===== src/rtl/strip_pkg.sv =====
// Shared definitions for the strip sequencer.
// Assumes: nothing beyond IEEE 1800-2017.
package strip_pkg;
    typedef enum logic [1:0] {
        ST_IDLE   = 2'd0,
        ST_ISSUE  = 2'd1,
        ST_WAIT   = 2'd2,
        ST_FINISH = 2'd3
    } seq_state_e;
endpackage


===== src/rtl/strip_len_calc.sv =====
// Computes the length of the opening strip for a count.
// The length is the remainder count mod MVL, or MVL when the remainder is zero.
// Also flags an empty request.
// Assumes: MVL >= 1 and LEN_W can hold MVL.
module strip_len_calc #(
    parameter int CNT_W = 16,
    parameter int MVL   = 64,
    parameter int LEN_W = $clog2(MVL + 1)
) (
    input  logic [CNT_W-1:0] count_i,
    output logic [LEN_W-1:0] first_len_o,
    output logic             count_zero_o
);
    localparam logic [LEN_W-1:0] MVL_L  = LEN_W'(MVL);
    localparam int               MVL_LG = (MVL > 1) ? $clog2(MVL) : 1;

    logic [LEN_W-1:0] rem;

    generate
        if ((MVL & (MVL - 1)) == 0) begin : g_pow2
            // Remainder by masking the low bits when MVL is a power of two.
            if (MVL == 1) begin : g_one
                always_comb rem = '0;
            end else begin : g_mask
                always_comb rem = LEN_W'(count_i[MVL_LG-1:0]);
            end
        end else begin : g_div
            // General remainder for a non-power-of-two MVL.
            always_comb rem = LEN_W'(count_i % CNT_W'(MVL));
        end
    endgenerate

    // Select the remainder, or a full strip when the remainder is zero.
    always_comb begin
        count_zero_o = (count_i == '0);
        first_len_o  = (rem == '0) ? MVL_L : rem;
    end
endmodule


===== src/rtl/strip_track.sv =====
// Datapath holding the running start index, the elements still to issue
// and the length of the current strip.
// Assumes: load and advance are never high together.
module strip_track #(
    parameter int CNT_W = 16,
    parameter int IDX_W = 20,
    parameter int MVL   = 64,
    parameter int LEN_W = $clog2(MVL + 1)
) (
    input  logic             clk,
    input  logic             rst_n,
    input  logic             load_i,
    input  logic             advance_i,
    input  logic [CNT_W-1:0] count_i,
    input  logic [IDX_W-1:0] base_i,
    input  logic [LEN_W-1:0] first_len_i,
    output logic [IDX_W-1:0] index_o,
    output logic [LEN_W-1:0] len_o,
    output logic             last_strip_o
);
    localparam logic [LEN_W-1:0] MVL_L = LEN_W'(MVL);

    logic [CNT_W-1:0] remain_q;

    // Load a new request, or step past the strip that just completed.
    always_ff @(posedge clk) begin
        if (!rst_n) begin
            remain_q <= '0;
            index_o  <= '0;
            len_o    <= '0;
        end else if (load_i) begin
            remain_q <= count_i;
            index_o  <= base_i;
            len_o    <= first_len_i;
        end else if (advance_i) begin
            remain_q <= remain_q - CNT_W'(len_o);
            index_o  <= index_o + IDX_W'(len_o);
            len_o    <= MVL_L;
        end
    end

    // The current strip is the last one when it covers everything left.
    always_comb last_strip_o = (remain_q == CNT_W'(len_o));
endmodule


===== src/rtl/strip_ctrl.sv =====
// Control FSM: offers each strip, waits for the downstream completion,
// and pulses the finish flag.
// Assumes: strip_done_i arrives only after a strip was accepted.
module strip_ctrl
    import strip_pkg::*;
(
    input  logic       clk,
    input  logic       rst_n,
    input  logic       start_i,
    input  logic       count_zero_i,
    input  logic       cmd_ready_i,
    input  logic       strip_done_i,
    input  logic       last_strip_i,
    output seq_state_e state_o,
    output logic       load_o,
    output logic       advance_o,
    output logic       cmd_valid_o,
    output logic       seq_done_o
);
    seq_state_e state_d;

    // Next-state and strobe decode.
    always_comb begin
        state_d   = state_o;
        load_o    = 1'b0;
        advance_o = 1'b0;
        unique case (state_o)
            ST_IDLE: if (start_i) begin
                load_o  = 1'b1;
                state_d = count_zero_i ? ST_FINISH : ST_ISSUE;
            end
            ST_ISSUE: if (cmd_ready_i) state_d = ST_WAIT;
            ST_WAIT: if (strip_done_i) begin
                advance_o = 1'b1;
                state_d   = last_strip_i ? ST_FINISH : ST_ISSUE;
            end
            ST_FINISH: state_d = ST_IDLE;
            default:   state_d = ST_IDLE;
        endcase
    end

    // State register.
    always_ff @(posedge clk) begin
        if (!rst_n) state_o <= ST_IDLE;
        else        state_o <= state_d;
    end

    // Outputs decoded from the state.
    always_comb begin
        cmd_valid_o = (state_o == ST_ISSUE);
        seq_done_o  = (state_o == ST_FINISH);
    end
endmodule


===== src/rtl/strip_sequencer.sv =====
// Top of the strip-mining sequencer. It splits an n-element request into
// an odd-sized leading strip followed by full MVL strips.
// Assumes: the downstream unit signals completion once per accepted strip.
module strip_sequencer #(
    parameter int CNT_W = 16,
    parameter int IDX_W = 20,
    parameter int MVL   = 64,
    parameter int LEN_W = $clog2(MVL + 1)
) (
    input  logic             clk,
    input  logic             rst_n,
    input  logic             start_i,
    input  logic [CNT_W-1:0] count_i,
    input  logic [IDX_W-1:0] base_i,
    output logic             cmd_valid_o,
    input  logic             cmd_ready_i,
    output logic [IDX_W-1:0] cmd_index_o,
    output logic [LEN_W-1:0] cmd_len_o,
    input  logic             strip_done_i,
    output logic             seq_done_o
);
    import strip_pkg::*;

    seq_state_e       state;
    logic             load, advance, last_strip, count_zero;
    logic [LEN_W-1:0] first_len;

    strip_len_calc #(.CNT_W(CNT_W), .MVL(MVL), .LEN_W(LEN_W)) u_len (
        .count_i      (count_i),
        .first_len_o  (first_len),
        .count_zero_o (count_zero)
    );

    strip_ctrl u_ctrl (
        .clk          (clk),
        .rst_n        (rst_n),
        .start_i      (start_i),
        .count_zero_i (count_zero),
        .cmd_ready_i  (cmd_ready_i),
        .strip_done_i (strip_done_i),
        .last_strip_i (last_strip),
        .state_o      (state),
        .load_o       (load),
        .advance_o    (advance),
        .cmd_valid_o  (cmd_valid_o),
        .seq_done_o   (seq_done_o)
    );

    strip_track #(.CNT_W(CNT_W), .IDX_W(IDX_W), .MVL(MVL), .LEN_W(LEN_W)) u_track (
        .clk          (clk),
        .rst_n        (rst_n),
        .load_i       (load),
        .advance_i    (advance),
        .count_i      (count_i),
        .base_i       (base_i),
        .first_len_i  (first_len),
        .index_o      (cmd_index_o),
        .len_o        (cmd_len_o),
        .last_strip_o (last_strip)
    );
endmodule


===== config.mk =====
export PLATFORM = sky130hd
export DESIGN_NAME = strip_sequencer
export DESIGN_NICKNAME = d
export VERILOG_FILES = /design/src/rtl/strip_pkg.sv /design/src/rtl/strip_len_calc.sv /design/src/rtl/strip_track.sv /design/src/rtl/strip_ctrl.sv /design/src/rtl/strip_sequencer.sv
export SDC_FILE = /design/constraint.sdc
export NUM_CORES = 1
export LEC_CHECK = 0
export ABC_AREA = 1
export BUFFER_PORTS_ARGS = -buffer_cell sky130_fd_sc_hd__buf_2
export CAP_MARGIN = 30
export CORE_MARGIN = 8
export CORE_UTILIZATION = 55
export CTS_CLUSTER_SIZE = 28
export DETAILED_ROUTE_END_ITERATION = 8
export GPL_TIMING_DRIVEN = 0
export PLACE_DENSITY = 0.9
export SYNTH_ARGS = -nofsm -noshare
export SYNTH_HDL_FRONTEND = slang
export SYNTH_SLANG_ARGS = --single-unit

===== constraint.sdc =====
create_clock -name clk -period 1.9 [get_ports clk]
set_input_delay 0.095 -clock clk [delete_from_list [all_inputs] [get_ports clk]]
set_output_delay 0.095 -clock clk [all_outputs]
set_load 0.1 [all_outputs]

### Yosys cells after proc, flatten, opt, wreduce, memory -nomap -nowiden

Cells that the tools add are included.

| operators by class | value |
|---|---|
| equality and inequality tests | 7 |
| add/sub/neg operators | 2 |
| muxes and demuxes | 17 |
| reduce and logical (&&, ||, !) cells | 5 |

Operators by type and width:

| kind | number |
|---|---|
| two-way mux 20 bit | 2 |
| two-way mux 16 bit | 2 |
| two-way mux 7 bit | 3 |
| adder 20 x 7 -> 20 bit | 1 |
| equality test 16 x 7 -> 1 bit | 1 |
| zero test 16 bit | 1 |
| subtractor 16 x 7 -> 16 bit | 1 |
| two-way mux 2 bit | 5 |
| one-hot mux 2 bit (4 select lines) | 1 |
| zero test 7 bit | 1 |
| equality test 2 bit (second input constant) | 2 |
| two-way mux 1 bit | 4 |
| != test 2 bit (second input constant) | 2 |
| AND reduction 3 bit | 1 |
| equality test 2 x 1 -> 1 bit (second input constant) | 1 |
| zero test 2 bit | 1 |
| != test 2 x 1 -> 1 bit (second input constant) | 1 |
| nonzero test 2 bit | 1 |

| word-level totals | value |
|---|---|
| input bits | 41 |
| output and inout port bits | 29 |
| logic and storage cells | 35 |
| bits in registers | 45 |

### Longest topological paths before layout

| depth | value |
|---|---|
| depth after elaboration | 4 |
| depth in mapped cells | 13 |

### By module

From an unflattened synthesis, not the netlist that was laid out.

| second synthesis, totals | value |
|---|---|
| cells, all modules | 536 |
| area total of the unflattened synthesis | 3,370.7 um^2 |

By module, submodules not included:

| module | sequential area each (um^2) | cells each | area each (um^2) | instances |
|---|---|---|---|---|
| strip_track | 860.8 | 471 | 3,051.7 | 1 |
| strip_ctrl | 40.0 | 27 | 175.2 | 1 |
| strip_len_calc | 0.0 | 38 | 143.9 | 1 |

### Least setup slack after synthesis

OpenSTA, ideal clock, no wires.

| path | value |
|---|---|
| path type | register to register |
| from | register u_track.len_o[0] |
| to | register u_track.index_o[12] |
| period minus slack after synthesis | 2,506 ps |
| arrival time | 2,398 ps |
| path slack | -606 ps |
| buffers on the path | 0 |
| setup time | 109 ps |
| data required time | 1,791 ps |
| stages on the path, launching flop included | 14 |
| path through | dfxtp_1 ha_1 inv_1 fa_1 inv_1 nand3_1 nand3_1 nand2_1 nand2_1 nand2_1 nand2_1 nand3_1 nand2_1 inv_1 |

| between the ends | value |
|---|---|
| longest elaborated chain between the ends | 3 |

RTL lines:

| item | RTL line | text |
|---|---|---|
| start: declaration | strip_track.sv:18 | `output logic [LEN_W-1:0] len_o,` |
| start signal: assignment | strip_track.sv:34 | `len_o <= first_len_i;` |
| adder 20 x 7 -> 20 bit | strip_track.sv:37 | `index_o <= index_o + IDX_W'(len_o);` |
| two-way mux 20 bit | strip_track.sv:35 | `end else if (advance_i) begin` |
| two-way mux 20 bit | strip_track.sv:31 | `end else if (load_i) begin` |
| end signal: assignment | strip_track.sv:33 | `index_o <= base_i;` |
| end signal: assignment | strip_track.sv:37 |  |
| end: declaration | strip_track.sv:17 | `output logic [IDX_W-1:0] index_o,` |

Every way passes these cells. The select of a mux whose other input is x is not followed.
A chain may end at the register's enable or synchronous reset.

### Worst setup path in the final report

| path | value |
|---|---|
| from | register u_track.len_o[0] |
| to | register u_track.remain_q[2] |

| between the ends | value |
|---|---|
| longest elaborated chain between the ends | 3 |

RTL lines:

| item | RTL line | text |
|---|---|---|
| subtractor 16 x 7 -> 16 bit | strip_track.sv:36 | `remain_q <= remain_q - CNT_W'(len_o);` |
| two-way mux 16 bit | strip_track.sv:35 |  |
| two-way mux 16 bit | strip_track.sv:31 |  |
| end signal: assignment | strip_track.sv:32 | `remain_q <= count_i;` |
| end signal: assignment | strip_track.sv:36 |  |
| end: declaration | strip_track.sv:23 | `logic [CNT_W-1:0] remain_q;` |

Every way passes these cells. The select of a mux whose other input is x is not followed.

==> metrics.md <==
| Metric | Value |
|---|---|
| Run status | finished clean |
| Netlist cell types | 38 |
| Starting density of the core | 0.5659 |
| Routed WL | 10610 µm |
| Post-Syn Instances | 544 |
| Post-synth ARST share | 0 |
| CP required | 2110 ps |
| LEAKAGE | 2.034 nW |
| CP Launch Point | u_track.len_o[0]$_SDFFE_PN0P_ |
| Drc violations | 0 |
| Max-capacitance violation count | 0 |
| Final hold violations | 0 |
| Full die area | 8802 µm² |
| Setup Skew | 12.77 ps |
| Post-synth EDFFs | 0 |
| Final setup viols | 0 |
| Worst setup margin | 106.6 ps |
| Clock Tree Root | clkbuf_8 |
| Initial DRC count | 260 |
| Via count | 3883 |
| DP Wirelength | 8145 µm |
| Global-route usage over all layers | 0.2413 |
| Worst slew pin tran | 590.7 ps |
| Area of the multi-input gates | 2042 µm² |
| First-pass GRT wire length | 17060 µm |
| Post-Place Worst Slack | 30.94 ps |
| Minimum clock period | 1793 ps |
| Vias per Instance | 5.571 |
| Average cell area after synthesis | 6.123 µm² |
| Core Area | 5886 µm² |
| Register area | 940.9 µm² |
| Max Clock Freq | 557.6 MHz |
| Reg2reg start | u_track.len_o[0]$_SDFFE_PN0P_ |
| Yosys reg bits | 45 |
| Sequential area share after synthesis | 0.2705 |
| Clock Sinks | 45 |
| Clk slew on worst S/H paths | 100 ps |
| CP startpoint kind | register |
| Global placement routability congestion | 0.9763 |
| Io pins | 70 |
| HP Class | primary input to register |
| Setup CP Type | register to register |
| Relative slew slack | 0.6062 |
| Hold_sp | base_i[0] |
| Port Buf Inserts | 69 |
| Ys flop type | dfxtp_1 |
| Leading cell type in the layout, fill and taps excluded | nand2_1 |
| H-Tree Depth | 2 |
| Final #Nets | 678 |
| Area grow syn2layout | 19.16% |
| Wire length per cell | 15.22 µm |
| Antenna diode count | 0 |
| Synthesized area | 3331 µm² |
| Row cnt | 28 |
| P per Cell Area | 956.9 nW/µm² |
| Worst Path Max Fanout | 4 |
| Yosys warnings | 0 |
| RSZ-0062 raised after global routing | yes |
| TNS Setup | 0 ps |
| Syn_nets | 601 |
| Number of global-route vias before repair | 3743 |
| Worst vdd ir | 590.1 µV |
| DIE WIDTH | 93.82 µm |
| Most frequent cells in the layout | nand2_1, inv_1, buf_2, nand3_1, nor2_1 |
| Largest net degree at the start of global routing | 15 |
| Worst EP arrival | 2000 ps |
| CTS max path bufs | 2 |
| Slew Limit Fails | 0 |
| Tcrit/Tclk final | 0.9439 |
| Drt pass-1 iters | 5 |
| DRT antenna net count | 0 |
| Fillcell total | 537 |
| Die height | 93.82 µm |
| Layout cell share with drive strength beyond 1 | 0.2235 |
| GRT overflow | 0 |
| Skew-Pair Late Insertion Delay | 310 ps |
| Initial antenna violation count | 0 |
| Type of element capturing the critical path | register |
| TritonCTS clock tree | built |
| Cts bufs inserted | 5 |
==> per-stage QoR <==
step | total power [mW] | utilization | hold WS, ps | area [µm²] | std cells
after floorplan | 2.681 | - | 246.8 | 3393 | 544
after global placement | 3.035 | 0.6511 | 369.8 | 3832 | 688
after detailed placement | 3.089 | 0.6511 | 372.0 | 3832 | 688
after CTS | 3.734 | 0.6671 | 41.92 | 3926 | 696
after global routing | 4.025 | 0.6743 | 47.21 | 3969 | 697
final | 3.798 | 0.6743 | 39.46 | 3969 | 697
==> power breakdown <==
part | leakage (nW) | internal (mW) | switching [mW]
Clock | 0.0445 | 0.297 | 0.357
Combinational | 1.61 | 0.510 | 1.40
Sequential | 0.381 | 1.08 | 0.150
==> final timing paths <==
check                                endpoint  slack [ps]  cells after the start
max reg2reg  u_track.remain_q[2]$_SDFFE_PN0P_         110                      7
min           u_track.index_o[0]$_SDFFE_PN0P_          40                      3
min reg2reg  u_track.remain_q[0]$_SDFFE_PN0P_         480                      2
max          u_track.remain_q[2]$_SDFFE_PN0P_         110                      7
==> cell families after synthesis <==
kind of cell / after synthesis / share of synthesized area
AOI/OAI and AO/OA: 86 / 0.1510
xor gates and xnor gates: 4 / 0.01052
adders and majority gates: 16 / 0.06461
buffers and inverters: 109 / 0.1337
DFF: 45 / 0.2705
and+or+nand+nor: 284 / 0.3697
==> final cells by class <==
type / instances / area share
tap: 75 / 0.02364
sequential: 45 / 0.2371
timing repair buffer: 70 / 0.08890
inverter: 94 / 0.08890
multi-input combinational: 390 / 0.5145
clock buffer: 7 / 0.02175
clock inverter: 1 / 0.001892
buffer: 15 / 0.02333
==> per-layer routing <==
metal  routed length, µm  track usage
met1                4377       0.2793
met2                5010       0.4142
met3                 923      0.05276
met4                 295       0.1083
met5                   0            0
==> cells in the mapped netlist (5+ instances only) <==
master,count,area (µm²)
a21oi_1,34,170.2
a31oi_1,5,31.28
dfxtp_1,45,900.9
ha_1,14,175.2
inv_1,90,337.8
nand2_1,142,533.0
nand3_1,58,290.3
nand3b_1,5,37.54
nand4_1,6,37.54
nor2_1,54,202.7
nor3_1,7,35.03
o21ai_0,28,140.1
o221ai_1,5,43.79
==> sequential cells by signal, indices dropped and copies added, names as in the netlist <==
register          cells
u_track.remain_q     16
u_track.index_o      20
u_ctrl.state_o        2
u_track.len_o         7
==> critical path, cell delays in order (launching register included) <==
cell and delay [ps]:
dfxtp_4 380, ha_1 240, fa_2 380, buf_4 150
xor2_1 190, o22ai_1 90, o21ai_0 200, inv_1 60
==> what timing repair did <==
action | 4_1_cts | 5_1_grt
hold buffers | 0 | 0
setup endpoints to repair | 0 | 14
gates resized for setup | 0 | 14
setup buffers | 0 | 1
(Power assumes the default switching activity.)
